<file path="src/rtl/keymat_pkg.sv">
package keymat_pkg;

   typedef enum logic [1:0] {
      SEQ_IDLE  = 2'd0,
      SEQ_DRIVE = 2'd1,
      SEQ_GAP   = 2'd2
   } seq_state_e;

   function automatic int unsigned max2(input int unsigned a, input int unsigned b);
      return (a > b) ? a : b;
   endfunction

endpackage

</file>
<file path="src/rtl/keymat_seq.sv">
module keymat_seq
   import keymat_pkg::*;
#(
   parameter int unsigned ROWS       = 5,
   parameter int unsigned DWELL_CLKS = 440,
   parameter int unsigned GAP_CLKS   = 2800,
   localparam int unsigned ROW_W     = (ROWS > 1) ? $clog2(ROWS) : 1
) (
   input  logic             clk,
   input  logic             rst_n,
   input  logic             start,
   output logic [ROWS-1:0]  src_out,
   output logic [ROW_W-1:0] row_idx,
   output logic             sample_stb,
   output logic             last_stb,
   output logic             busy
);

   localparam int unsigned CNT_MAX = max2(max2(DWELL_CLKS, GAP_CLKS), 2);
   localparam int unsigned CNT_W   = $clog2(CNT_MAX);
   localparam logic [ROW_W-1:0] LAST_ROW = ROW_W'(ROWS - 1);

   seq_state_e       state;
   seq_state_e       after_dwell;
   logic [CNT_W-1:0] cnt;
   logic             dwell_end;
   logic             gap_end;

   assign dwell_end = (cnt == CNT_W'(DWELL_CLKS - 1));

   generate
      if (GAP_CLKS > 0) begin : g_gap
         assign after_dwell = SEQ_GAP;
         assign gap_end     = (cnt == CNT_W'(GAP_CLKS - 1));
      end else begin : g_nogap
         assign after_dwell = SEQ_DRIVE;
         assign gap_end     = 1'b1;
      end
   endgenerate

   always_ff @(posedge clk or negedge rst_n) begin
      if (!rst_n) begin
         state   <= SEQ_IDLE;
         row_idx <= '0;
         cnt     <= '0;
      end else begin
         case (state)
            SEQ_IDLE: begin
               if (start) begin
                  state   <= SEQ_DRIVE;
                  row_idx <= '0;
                  cnt     <= '0;
               end
            end
            SEQ_DRIVE: begin
               if (dwell_end) begin
                  cnt <= '0;
                  if (row_idx == LAST_ROW) begin
                     state <= SEQ_IDLE;
                  end else begin
                     state <= after_dwell;
                     if (after_dwell == SEQ_DRIVE) row_idx <= row_idx + 1'b1;
                  end
               end else begin
                  cnt <= cnt + 1'b1;
               end
            end
            SEQ_GAP: begin
               if (gap_end) begin
                  cnt     <= '0;
                  row_idx <= row_idx + 1'b1;
                  state   <= SEQ_DRIVE;
               end else begin
                  cnt <= cnt + 1'b1;
               end
            end
            default: state <= SEQ_IDLE;
         endcase
      end
   end

   assign busy       = (state != SEQ_IDLE);
   assign sample_stb = (state == SEQ_DRIVE) && dwell_end;
   assign last_stb   = sample_stb && (row_idx == LAST_ROW);

   generate
      for (genvar r = 0; r < ROWS; r++) begin : g_src
         assign src_out[r] = (state == SEQ_DRIVE) && (row_idx == ROW_W'(r));
      end
   endgenerate

   AST_ONE_SOURCE: assert property (@(posedge clk) disable iff (!rst_n)
      $onehot0(src_out));

   AST_START_ROW0: assert property (@(posedge clk) disable iff (!rst_n)
      (!busy && start) |=> (src_out == ROWS'(1)));

   AST_ROW_HELD: assert property (@(posedge clk) disable iff (!rst_n)
      (busy && !sample_stb && !gap_end) |=> $stable(row_idx));

   AST_BUSY_REQ_IGNORED: assert property (@(posedge clk) disable iff (!rst_n)
      (busy && start && !last_stb) |=> busy);

endmodule

</file>
<file path="src/rtl/keymat_capture.sv">
module keymat_capture #(
   parameter int unsigned ROWS = 5,
   parameter int unsigned COLS = 6,
   localparam int unsigned KEYS  = ROWS * COLS,
   localparam int unsigned ROW_W = (ROWS > 1) ? $clog2(ROWS) : 1
) (
   input  logic             clk,
   input  logic             rst_n,
   input  logic [COLS-1:0]  ret_in,
   input  logic [ROW_W-1:0] row_idx,
   input  logic             sample_stb,
   input  logic             last_stb,
   output logic [KEYS-1:0]  key_word
);

   logic [COLS-1:0] shadow [ROWS];
   logic [KEYS-1:0] fresh;

   generate
      for (genvar r = 0; r < ROWS; r++) begin : g_row
         logic hit;
         assign hit = sample_stb && (row_idx == ROW_W'(r));

         always_ff @(posedge clk or negedge rst_n) begin
            if (!rst_n)   shadow[r] <= '0;
            else if (hit) shadow[r] <= ret_in;
         end

         assign fresh[r*COLS +: COLS] = hit ? ret_in : shadow[r];
      end
   endgenerate

   always_ff @(posedge clk or negedge rst_n) begin
      if (!rst_n)        key_word <= '0;
      else if (last_stb) key_word <= fresh;
   end

   AST_WORD_STABLE: assert property (@(posedge clk) disable iff (!rst_n)
      !$past(last_stb) |-> $stable(key_word));

endmodule

</file>
<file path="src/rtl/keymat_scanner.sv">
module keymat_scanner #(
   parameter int unsigned ROWS       = 5,
   parameter int unsigned COLS       = 6,
   parameter int unsigned DWELL_CLKS = 440,
   parameter int unsigned GAP_CLKS   = 2800,
   localparam int unsigned KEYS      = ROWS * COLS
) (
   input  logic            clk,
   input  logic            rst_n,
   input  logic            scan_req,
   input  logic            ack,
   input  logic [COLS-1:0] ret_in,
   output logic [ROWS-1:0] src_out,
   output logic            done,
   output logic [KEYS-1:0] key_word
);

   localparam int unsigned ROW_W = (ROWS > 1) ? $clog2(ROWS) : 1;

   generate
      if (ROWS < 1) begin : g_bad_rows
         $error("keymat_scanner: ROWS must be at least 1");
      end
      if (COLS < 1) begin : g_bad_cols
         $error("keymat_scanner: COLS must be at least 1");
      end
      if (DWELL_CLKS < 2) begin : g_bad_dwell
         $error("keymat_scanner: DWELL_CLKS must be at least 2");
      end
   endgenerate

   logic [ROW_W-1:0] row_idx;
   logic             sample_stb;
   logic             last_stb;
   logic             busy;

   keymat_seq #(
      .ROWS       (ROWS),
      .DWELL_CLKS (DWELL_CLKS),
      .GAP_CLKS   (GAP_CLKS)
   ) u_seq (
      .clk        (clk),
      .rst_n      (rst_n),
      .start      (scan_req),
      .src_out    (src_out),
      .row_idx    (row_idx),
      .sample_stb (sample_stb),
      .last_stb   (last_stb),
      .busy       (busy)
   );

   keymat_capture #(
      .ROWS (ROWS),
      .COLS (COLS)
   ) u_cap (
      .clk        (clk),
      .rst_n      (rst_n),
      .ret_in     (ret_in),
      .row_idx    (row_idx),
      .sample_stb (sample_stb),
      .last_stb   (last_stb),
      .key_word   (key_word)
   );

   always_ff @(posedge clk or negedge rst_n) begin
      if (!rst_n)        done <= 1'b0;
      else if (last_stb) done <= 1'b1;
      else if (ack)      done <= 1'b0;
   end

   AST_DONE_SET: assert property (@(posedge clk) disable iff (!rst_n)
      last_stb |=> done);

   AST_DONE_CLEAR: assert property (@(posedge clk) disable iff (!rst_n)
      (ack && !last_stb) |=> !done);

   AST_QUIET_AT_DONE: assert property (@(posedge clk) disable iff (!rst_n)
      $rose(done) |-> (src_out == '0));

endmodule

</file>
<file path="config.mk">
export PLATFORM = sky130hd
export DESIGN_NAME = keymat_scanner
export DESIGN_NICKNAME = d
export VERILOG_FILES = /design/src/rtl/keymat_pkg.sv /design/src/rtl/keymat_seq.sv /design/src/rtl/keymat_capture.sv /design/src/rtl/keymat_scanner.sv
export SDC_FILE = /design/constraint.sdc
export NUM_CORES = 1
export LEC_CHECK = 0
export CORE_MARGIN = 5
export CORE_UTILIZATION = 49
export DETAILED_ROUTE_END_ITERATION = 10
export PLACE_DENSITY = 0.79
export SLEW_MARGIN = 20
export SYNTH_ARGS = -nofsm -noshare
export SYNTH_HDL_FRONTEND = slang
export SYNTH_SLANG_ARGS = --single-unit
</file>
<file path="constraint.sdc">
create_clock -name clk -period 2.1 [get_ports clk]
set_input_delay 0.525 -clock clk [delete_from_list [all_inputs] [get_ports clk]]
set_output_delay 0.525 -clock clk [all_outputs]
set_load 0.05 [all_outputs]
</file>
**After elaboration in Yosys (flattened, before gate mapping)**

Index checks and enable logic that the tools add are counted.

- Bits in registers: 72
- Input port bits: 10
- Output and inout bits: 36
- Word-level logic and storage cells: 59

- $add $sub $neg: 2
- Equal/unequal tests: 11
- Multiplexer cells: 18
- Reductions and logical operators: 19

Operators by type and width:

| cell | count |
|---|---|
| 12-bit 2-to-1 mux | 3 |
| 12-bit one-hot mux with 3 select lines | 1 |
| 6-bit 2-to-1 mux | 4 |
| 12-bit by 1-bit adder with 12-bit output, second input constant | 1 |
| 12-bit equality test, second input constant | 1 |
| 12-bit by 9-bit equality test with 1-bit output, second input constant | 1 |
| 1-bit logical AND | 11 |
| 2-bit 2-to-1 mux | 4 |
| 3-bit by 2-bit equality test with 1-bit output, second input constant | 2 |
| 3-bit 2-to-1 mux | 2 |
| 2-bit one-hot mux with 3 select lines | 1 |
| 3-bit one-hot mux with 2 select lines | 1 |
| 3-bit AND reduction | 2 |
| 2-bit by 1-bit != test with 1-bit output, second input constant | 2 |
| 2-bit nonzero test | 2 |
| 3-bit by 1-bit adder with 3-bit output, second input constant | 1 |
| 3-bit by 1-bit equality test with 1-bit output, second input constant | 1 |
| 3-bit equality test, second input constant | 1 |
| 3-bit zero test | 1 |
| 3-bit nonzero test | 1 |
| 2-bit by 1-bit equality test with 1-bit output, second input constant | 1 |
| 2-bit equality test, second input constant | 1 |
| 2-bit zero test | 1 |
| 1-bit 2-to-1 mux | 2 |
| 2 further kinds | 2 |

**Logic depth before layout (Yosys ltp)**

Gate-level depths: netlist of the first run.

- Depth in word-level cells: 4
- Gate-level depth with buffers: 8
- Mapped depth without buffers: 7

**Cells and area by module**

Synthesis of the first run repeated with hierarchy kept, for this count alone.

- Cells, all modules: 265
- Area, all modules: 3607.2 um^2

By module, submodules not included:

| module | instances | cells each | area each (um^2) |
|---|---|---|---|
| keymat_capture | 1 | 131 | 2388.5 |
| keymat_seq | 1 | 131 | 1182.4 |
| keymat_scanner | 1 | 3 | 36.3 |

**Worst setup path after synthesis of the first run**

Ideal clock, no wire load.

- Path type: register to register
- Start: reg u_seq.state[1]
- End: reg u_cap.key_word[18]
- Setup time: 0.125 ns
- Arrival: 2.128 ns
- Setup slack: -0.153 ns
- Cell stages (with the launch flop): 8
- Buffers on the path: 1
- Cell sequence: dfrtp_1 inv_1 ha_1 and2_1 and4_1 buf_2 mux2_2 mux2_2

- Cells in the longest elaborated chain, start to end: 4
- Elaborated cells between the ends (all ways): 5
- Those cells by class: eq/ne (1); mux (1); reduce/logical (3)

RTL lines:

| item | line | RTL |
|---|---|---|
| start, declared | keymat_seq.sv:23 | `seq_state_e state;` |
| start signal, assigned | keymat_seq.sv:61 | `state <= after_dwell;` |
| 2-bit by 1-bit equality test with 1-bit output | keymat_seq.sv:83 | `assign sample_stb = (state == SEQ_DRIVE) && dwell_end;` |
| 1-bit logical AND | keymat_seq.sv:83 |  |
| 1-bit logical AND | keymat_capture.sv:22 | `assign hit = sample_stb && (row_idx == ROW_W'(r));` |
| 6-bit 2-to-1 mux | keymat_capture.sv:29 | `assign fresh[r*COLS +: COLS] = hit ? ret_in : shadow[r];` |
| named net u_cap.fresh[18] | keymat_capture.sv:17 | `logic [KEYS-1:0] fresh;` |
| end signal, assigned | keymat_capture.sv:35 | `else if (last_stb) key_word <= fresh;` |
| end, declared | keymat_capture.sv:13 | `output logic [KEYS-1:0] key_word` |

The timed path passes the listed nets, and every way through them passes these cells.
A chain may end at the register's enable or synchronous reset.

**Worst setup path after layout of the first run**

- Start: reg u_cap.key_word[19]
- End: out key_word[19]

RTL lines:

| item | line | RTL |
|---|---|---|
| end, declared | keymat_scanner.sv:15 | `output logic [KEYS-1:0] key_word` |

No word-level cell between the ends.

==> results_dict.tcl, run 1 <==
set metrics [dict create \
    gp_congestion 0.8328 \
    outcome "completed" \
    grt_pass1_wl_microns 13090 \
    die_w_microns 93.81 \
    nets 414 \
    slowest_delay_ns 0.82 \
    yosysMostFrequentCell "dfrtp_1" \
    multiInputGateArea_sq_um 1548 \
    placed_cells 475 \
    clock_latency_ns 0.35 \
    wirelength_microns 8097 \
    synth_top_cell_by_area "dfrtp_1" \
    cts_hold_buf 0 \
    period_share 0.9816 \
    cts.sinks 72 \
    firstDrtPassIters 4 \
    maxSlewViolCount 0 \
    maxCapViolations 0 \
    setup_viol 0 \
    n_antenna_cell 0 \
    yosysUniqueCellTypes 46 \
    powerDensity_nw_per_um2 583.2 \
    regArea_sq_um 1803 \
    grt_max_degree 73 \
    stdcell_count 495 \
    yosys_warnings 0 \
    p_clk_frac 0.456 \
    tightestPinTransition_ns 0.5208 \
    grt_setup_unrepaired "true" \
    start_util 0.5038 \
    cp-start-kind "flip-flop" \
    skew_ns 0.007692 \
    antenna_found_initial 0 \
    worstPathMaxFanout 2 \
    final_util 0.6692 \
    ys_ff_latch 72 \
    hp-class "input port to asynchronous set/reset pin" \
    drc 0 \
    pwr-share-seq 0.519 \
    drt_iter0_drc 218 \
    grt.overflow.total 0 \
    clock.fmax_mhz 485.1 \
    htreeDepth 3 \
    hold_ws_ns 0.1752 \
    synth_commonest_cells "72 x dfrtp_1, 40 x nand2_1, 30 x o21ai_0" \
    crit_type "flip-flop to output pin" \
    grt_pass1_vias 2679 \
    p_int_uw 2084 \
    placed_area_sq_um 4255 \
    stdcell_area_sq_um 4572 \
    relSlewSlack 0.6523 \
    die_y_microns 93.81 \
    cp_top_family "buffers and inverters" \
    grt_use_total 0.1928 \
    p_comb_frac 0.024 \
    cts_tree "built" \
    wire_per_inst_microns 16.36 \
    io_buffers 45 \
    fillers 508 \
    cp-end-kind "output pin" \
    via_count 2681 \
    ant_nets 0 \
    switching_power_uw 582.0 \
    syn_area_per_cell_sq_um 10.86 \
    ys.flop_type "dfrtp_1" \
    critPathBufInv 1 \
    drive_above_1_share 0.2607 \
    path_cells "clkdlybuf4s50_1" \
    peakVddDrop_uv 578.4 \
    async_flop_share 1.000 \
    period_minus_slack_ns 2.061 \
    synth_nets 337 \
    setup_ws_ns 0.03855 \
    yosysSeqAreaShare 0.5234 \
    synth_area_sq_um 3442 \
    area_growth_pct 32.82 \
    dpl_worst_slack_ns 0.01511 \
    synth_edf_count 0 \
    cp.required_ns 1.57 \
    netlist.area_leader.share 0.5234 \
    leakage_uw 0.002261 \
    io_pins 46 \
    final_hold_viol_count 0 \
    dp_hpwl_microns 5674 \
    num_rows 30 \
    clk_path_buf_depth 2 \
    yosys-top-cells-area "dfrtp_1 52%, mux2_2 7.9%, nand2_1 4.4%" \
    vias_per_cell 5.416 \
    coreArea_sq_um 6832 \
    synthCells 317 \
    cp_data_arrival_time_ns 1.54 \
    clkTransAtPathRegs_ns 0.08 \
    swShare 0.2183 \
    cts_root_buffer "clkbuf_8" \
    die_area_sq_um 8800 \
    cts_made_buffers 9 \
    crit_slowest_cell "clkdlybuf4s50_1" \
]
[power by group through the flow]
stage	logic (uW)	registers, uW	clock network, uW
detailed placement	66.7	1410	0
floorplan	3.27	1410	0
finish	64.9	1390	1220
CTS	66.6	1390	1240
global route	72.6	1380	1290
global placement	66.1	1410	0
[path summary, 6_finish.rpt]
check,startpoint,end,slack (ns),cells past startpoint
setup / recovery,u_cap.key_word[19],key_word[19],0.04,1
hold / removal,rst_n,u_seq.cnt[1],0.18,2
setup reg to reg,u_seq.row_idx[2],u_cap.key_word[20],0.08,6
hold reg to reg,u_cap.key_word[2],u_cap.key_word[2],0.48,2
max in group asynchronous,rst_n,u_cap.key_word[29],1.60,2
min in group clk,u_cap.key_word[2],u_cap.key_word[2],0.48,2
[kinds of logic (layout without fill, tap and decap cells)]
kind of cell | after synthesis | count (layout) | synth area share
AND/OR/NAND/NOR | 100 | 100 | 0.1647
multiplexers | 29 | 29 | 0.09306
AO/OA/AOI/OAI | 74 | 74 | 0.1392
buffers and inverters | 32 | 114 | 0.04326
flip-flops | 72 | 72 | 0.5234
adder cells (fa/ha/maj) | 10 | 10 | 0.03635
[layout make-up]
type,count,area share
timing repair buffer,82,0.1795
clock buffer,10,0.02791
tap,96,0.02627
sequential,72,0.3944
inverter,16,0.01314
clock inverter,6,0.02025
multi-input combinational,213,0.3385
[stage by stage]
step | TNS (ns) | total power [uW]
finish | 0 | 2666
global placement | 0 | 1479
CTS | 0 | 2690
floorplan | 0 | 1416
global route | -0.03831 | 2749
detailed placement | 0 | 1479
[flip-flops by register name, indices dropped and copies added, names as in the netlist]
name / count
u_seq.row_idx: 3
u_seq.cnt: 12
done: 1
u_seq.state: 2
u_cap.shadow: 24
u_cap.key_word: 30
[routing by layer]
layer  global-route usage  share of wire  up-vias
li1                     -              -     1284
met1               0.2680           0.45     1323
met2               0.2904           0.49       63
met3              0.03686          0.045       11
met4              0.09146          0.021        0
met5                    0              0        -
[what timing repair did]
action                                  CTS  global route
resized for setup                        17             6
buffers inserted                          1             4
endpoints found under the setup margin    5            14
pin swaps                                 2             2
[worst reg2reg max path, stage by stage (launching register included)]
cell,delay [ns]
dfrtp_2,0.48
inv_1,0.10
ha_1,0.16
and2_2,0.19
and4_2,0.35
mux2_2,0.37
mux2_2,0.26
[cells in the final DEF (no fill, tap or decap), types with 4 or more instances in the layout]
cell and count:
o21ai_0 30, nand4_1 5, buf_4 34, a21o_1 12, buf_12 8, ha_1 7
clkdlybuf4s50_1 35, inv_1 13, dfrtp_1 71, nor2_1 7, mux2_2 24, dlymetal6s2s_1 4
a21boi_0 12, clkbuf_8 9, o211ai_1 4, nor2b_1 4, nand2_1 40, mux2i_1 5
and3_1 4, a31oi_1 4, nor3_1 7, nand3_1 6
Power figures use the tool's default switching activity.
==> run 2: changes to the inputs <==
Settings changed: PLACE_DENSITY 0.79 to 0.75.
==> results_dict.tcl, run 2 (synthesis gave the netlist of run 1 again) <==
set metrics [dict create \
    outcome "completed" \
    cp.required_ns 1.57 \
    tightestPinTransition_ns 0.5325 \
    drc 0 \
    powerDensity_nw_per_um2 581.2 \
    crit_slowest_cell "clkdlybuf4s50_1" \
    num_rows 30 \
    grt_pass1_vias 2648 \
    period_share 0.9871 \
    clock.fmax_mhz 482.4 \
    setup_viol 0 \
    die_area_sq_um 8800 \
    firstDrtPassIters 4 \
    slowest_delay_ns 0.82 \
    gp_congestion 0.8555 \
    crit_type "flip-flop to output pin" \
    worstPathMaxFanout 2 \
    period_minus_slack_ns 2.073 \
    stdcell_count 496 \
    start_util 0.5038 \
    placed_cells 473 \
    vias_per_cell 5.458 \
    io_pins 46 \
    dp_hpwl_microns 5611 \
    grt-busiest-layer "met2" \
    cp_data_arrival_time_ns 1.55 \
    stdcell_area_sq_um 4576 \
    path_cells "clkdlybuf4s50_1" \
    grt.overflow.total 0 \
    cp-end-kind "output pin" \
    final_hold_viol_count 0 \
    cts_tree "built" \
    worst-r2r-cell-count 4 \
    clock_latency_ns 0.35 \
    nets 415 \
    tns_ns 0 \
    maxCapViolations 0 \
    fillers 551 \
    io_buffers 45 \
    largest_register_ffs 30 \
    drt_iter0_drc 198 \
    ant_nets 0 \
    die_w_microns 93.81 \
    dpl_worst_slack_ns 0.01538 \
    area_growth_pct 32.93 \
    grt_pass1_wl_microns 13260 \
    placed_area_sq_um 4240 \
    wire_per_inst_microns 16.13 \
    grt_util_met2 0.2986 \
    die_y_microns 93.81 \
    mostFrequentLayoutCells "72 x dfrtp_1, 40 x nand2_1, 37 x clkdlybuf4s50_1" \
    grt_use_met3 0.03686 \
    skew_ns 0.009372 \
    critPathBufInv 1 \
    antenna_found_initial 0 \
    maxSlewViolCount 0 \
    reg.largest.list "u_cap.key_word x30, u_cap.shadow x24, u_seq.cnt x12" \
    groute.layer.met1.usage 0.2703 \
    final_common_cell "dfrtp_1" \
    n_antenna_cell 0 \
    cts.sinks 72 \
    cts_hold_buf 0 \
    via_count 2707 \
    wirelength_microns 7999 \
    cts_made_buffers 9 \
    hp-class "input port to asynchronous set/reset pin" \
    grt_max_degree 73 \
    setup_ws_ns 0.02718 \
    htreeDepth 3 \
    cp_top_family "buffers and inverters" \
    leakage_uw 0.002224 \
    rr_endpoint "u_cap.key_word[10]" \
    cp-start-kind "flip-flop" \
    grt_use_total 0.1945 \
    clkTransAtPathRegs_ns 0.07 \
    rr_startpoint "u_seq.cnt[6]" \
    peakVddDrop_uv 703.6 \
    regToRegSetupSlack_ns 0.13 \
    relSlewSlack 0.6464 \
    drive_above_1_share 0.2675 \
    cts_root_buffer "clkbuf_8" \
    largest-register "u_cap.key_word" \
    clk_path_buf_depth 2 \
    coreArea_sq_um 6832 \
]
-- run 2: cell types whose count changed in the layout (fill, tap and decap cells not counted) --
cell	previous run	this run
inv_1	13	12
inv_2	3	4
and2_2	2	1
ha_2	1	3
dlygate4sd2_1	0	1
dfrtp_2	1	0
ha_1	7	5
and2_4	2	3
dfrtp_1	71	72
dlymetal6s2s_1	4	1
clkdlybuf4s50_1	35	37
buf_4	34	35
-- run 2: how the worst max path moves through the flow --
stage,start,endpoint,slack [ns],cells past startpoint
after CTS,u_seq.row_idx[0],src_out[3],0.01,5
after global routing,u_seq.state[1],src_out[2],-0.0003,5
after detailed placement,u_seq.state[1],u_cap.key_word[20],0.02,6
after floorplan,u_seq.state[1],u_cap.key_word[18],0.007,7
after global placement,u_seq.state[1],u_cap.key_word[21],0.09,6
final,u_cap.key_word[17],key_word[17],0.03,1
-- run 2: power breakdown --
part	internal, uW	switching (uW)
Sequential	1390	0.0000000000000403
Clock	675	533
Combinational	23.9	42.8
Total	2080	575
-- run 2: stage by stage --
step / hold slack [ns] / util / total power, uW
after global placement: 0.4524 / 0.6207 / 1479
after floorplan: 0.2294 / - / 1416
after CTS: 0.2016 / 0.6654 / 2680
final: 0.1849 / 0.6698 / 2660
after detailed placement: 0.4619 / 0.6207 / 1480
after global routing: 0.2227 / 0.6698 / 2749
-- run 2: metal layers --
metal | wire [microns] | vias to the layer above
li1 | - | 1290
met3 | 417 | 14
met5 | 0 | -
met2 | 3740 | 81
met4 | 179 | 0
met1 | 3662 | 1322
-- run 2: cell type report --
| class | count | area (sq um) | area share |
|---|---|---|---|
| clock buffers | 10 | 127.6 | 0.02789 |
| clock inverters | 6 | 92.59 | 0.02024 |
| inverters | 16 | 60.06 | 0.01313 |
| multi-input cells | 213 | 1554 | 0.3396 |
| flip-flops and latches | 72 | 1802 | 0.3938 |
| well taps | 96 | 120.1 | 0.02625 |
| repair buffers | 83 | 819.5 | 0.1791 |
-- run 2: what timing repair did --
item,CTS,global route
pin swaps,2,2
resized for setup,17,7
setup buffers,5,2
endpoints found under the hold margin,0,0
endpoints found under the setup margin,6,12
==> run 3: changes to the inputs <==
Settings changed: CORE_MARGIN 5 to 3.
==> results_dict.tcl, run 3 (synthesis gave the netlist of run 1 again) <==
set metrics [dict create \
    grt_pass1_wl_microns 13330 \
    period_minus_slack_ns 2.059 \
    cts_tree "built" \
    path_cells "ha_4, buf_4, and3b_2, buf_12" \
    drc 0 \
    setup_ws_ns 0.04053 \
    htreeDepth 3 \
    nets 415 \
    hp-class "input port to asynchronous set/reset pin" \
    maxCapViolations 0 \
    maxSlewViolCount 0 \
    cp.required_ns 1.57 \
    largest-register "u_cap.key_word" \
    outcome "completed" \
    vias_per_cell 5.469 \
    slowest_delay_ns 0.44 \
    leakage_uw 0.002322 \
    area_growth_pct 33.73 \
    num_rows 29 \
    grt.overflow.total 0 \
    io_pins 46 \
    clock_latency_ns 0.34 \
    peakVddDrop_uv 470.0 \
    die_w_microns 89.81 \
    grt_pass1_vias 2707 \
    groute.layer.met1.usage 0.2806 \
    via_count 2696 \
    cts.sinks 72 \
    relSlewSlack 0.6540 \
    grt_use_total 0.2051 \
    clock.fmax_mhz 485.6 \
    grt_use_met3 0.05927 \
    n_antenna_cell 0 \
    cts_hold_buf 0 \
    grt_max_degree 73 \
    dp_hpwl_microns 5745 \
    gp_congestion 0.9065 \
    drt_iter0_drc 150 \
    coreArea_sq_um 6568 \
    ant_nets 0 \
    final_common_cell "dfrtp_1" \
    wire_per_inst_microns 16.06 \
    rr_startpoint "u_seq.row_idx[1]" \
    antenna_found_initial 0 \
    cts_root_buffer "clkbuf_8" \
    regToRegSetupSlack_ns 0.12 \
    tns_ns 0 \
    cp_data_arrival_time_ns 1.53 \
    final_hold_viol_count 0 \
    powerDensity_nw_per_um2 602.8 \
    crit_type "flip-flop to output pin" \
    reg.largest.list "u_cap.key_word x30, u_cap.shadow x24, u_seq.cnt x12" \
    clkTransAtPathRegs_ns 0.08 \
    skew_ns 0.009336 \
    mostFrequentLayoutCells "72 x dfrtp_1, 40 x nand2_1, 35 x buf_4" \
    dpl_worst_slack_ns 0.04632 \
    worst-r2r-cell-count 6 \
    die_y_microns 89.81 \
    cp-end-kind "output pin" \
    clk_path_buf_depth 2 \
    largest_register_ffs 30 \
    tightestPinTransition_ns 0.5182 \
    grt_setup_unrepaired "false" \
    setup_viol 0 \
    cp-start-kind "flip-flop" \
    die_area_sq_um 8066 \
    drive_above_1_share 0.2575 \
    io_buffers 45 \
    worstPathMaxFanout 4 \
    crit_slowest_cell "dfrtp_1" \
    wirelength_microns 7920 \
    grt-busiest-layer "met2" \
    cts_made_buffers 9 \
    rr_endpoint "u_cap.key_word[18]" \
    period_share 0.9807 \
    firstDrtPassIters 5 \
    start_util 0.5241 \
    grt_util_met2 0.3089 \
]
-- run 3: critical path: cells and delay by family, from the launching register on --
family	cells	cell delay, ns
flops	1	0.44
buf+inv	2	0.31
simple gates	1	0.25
fa+ha+maj	1	0.19
-- run 3: worst max-delay path by stage --
stage                           from                 end  slack, ns
floorplan             u_seq.state[1]  u_cap.key_word[18]      0.007
global placement        u_seq.cnt[6]  u_cap.key_word[21]       0.11
detailed placement    u_seq.state[1]  u_cap.key_word[22]       0.05
CTS                 u_seq.row_idx[0]          src_out[0]       0.01
global route          u_seq.state[0]          src_out[0]     0.0002
finish                u_seq.state[0]          src_out[0]       0.04
-- run 3: through the flow --
stage | total power (uW) | instances | area, sq um | hold WS, ns | utilization
CTS | 2800 | 490 | 4544 | 0.2064 | 0.6919
floorplan | 1416 | 317 | 3446 | 0.2294 | -
global route | 2882 | 493 | 4603 | 0.2021 | 0.7009
global placement | 1479 | 472 | 4252 | 0.4522 | 0.6474
finish | 2775 | 493 | 4603 | 0.1788 | 0.7009
detailed placement | 1479 | 472 | 4252 | 0.4645 | 0.6474
-- run 3: what timing repair did --
item / in CTS / in global routing
buffers inserted: 2 / 3
endpoints found under the setup margin: 4 / 16
hold endpoints to repair: 0 / 0
pin swaps: 1 / 2
resized for setup: 12 / 12
-- run 3: metal layers --
metal,routed length [microns],share of wire,vias to the layer above
met5,0,0,-
met4,209,0.026,0
met3,471,0.059,21
met2,3755,0.47,82
met1,3483,0.44,1300
li1,-,-,1293
-- run 3: where the power goes --
part	total, uW	switching, uW	internal (uW)
clock network	1320	527	798
registers	1390	0.0000000000000384	1390
logic	65.3	41.4	23.9
-- run 3: final cells by class --
class                   instances  area [sq um]
clock buffers                  10         127.6
clock inverters                 6         116.4
fillers                       472          1964
inverters                      16         62.56
multi-input cells             213          1545
flip-flops and latches         72          1802
well taps                      93         116.4
repair buffers                 83         833.3
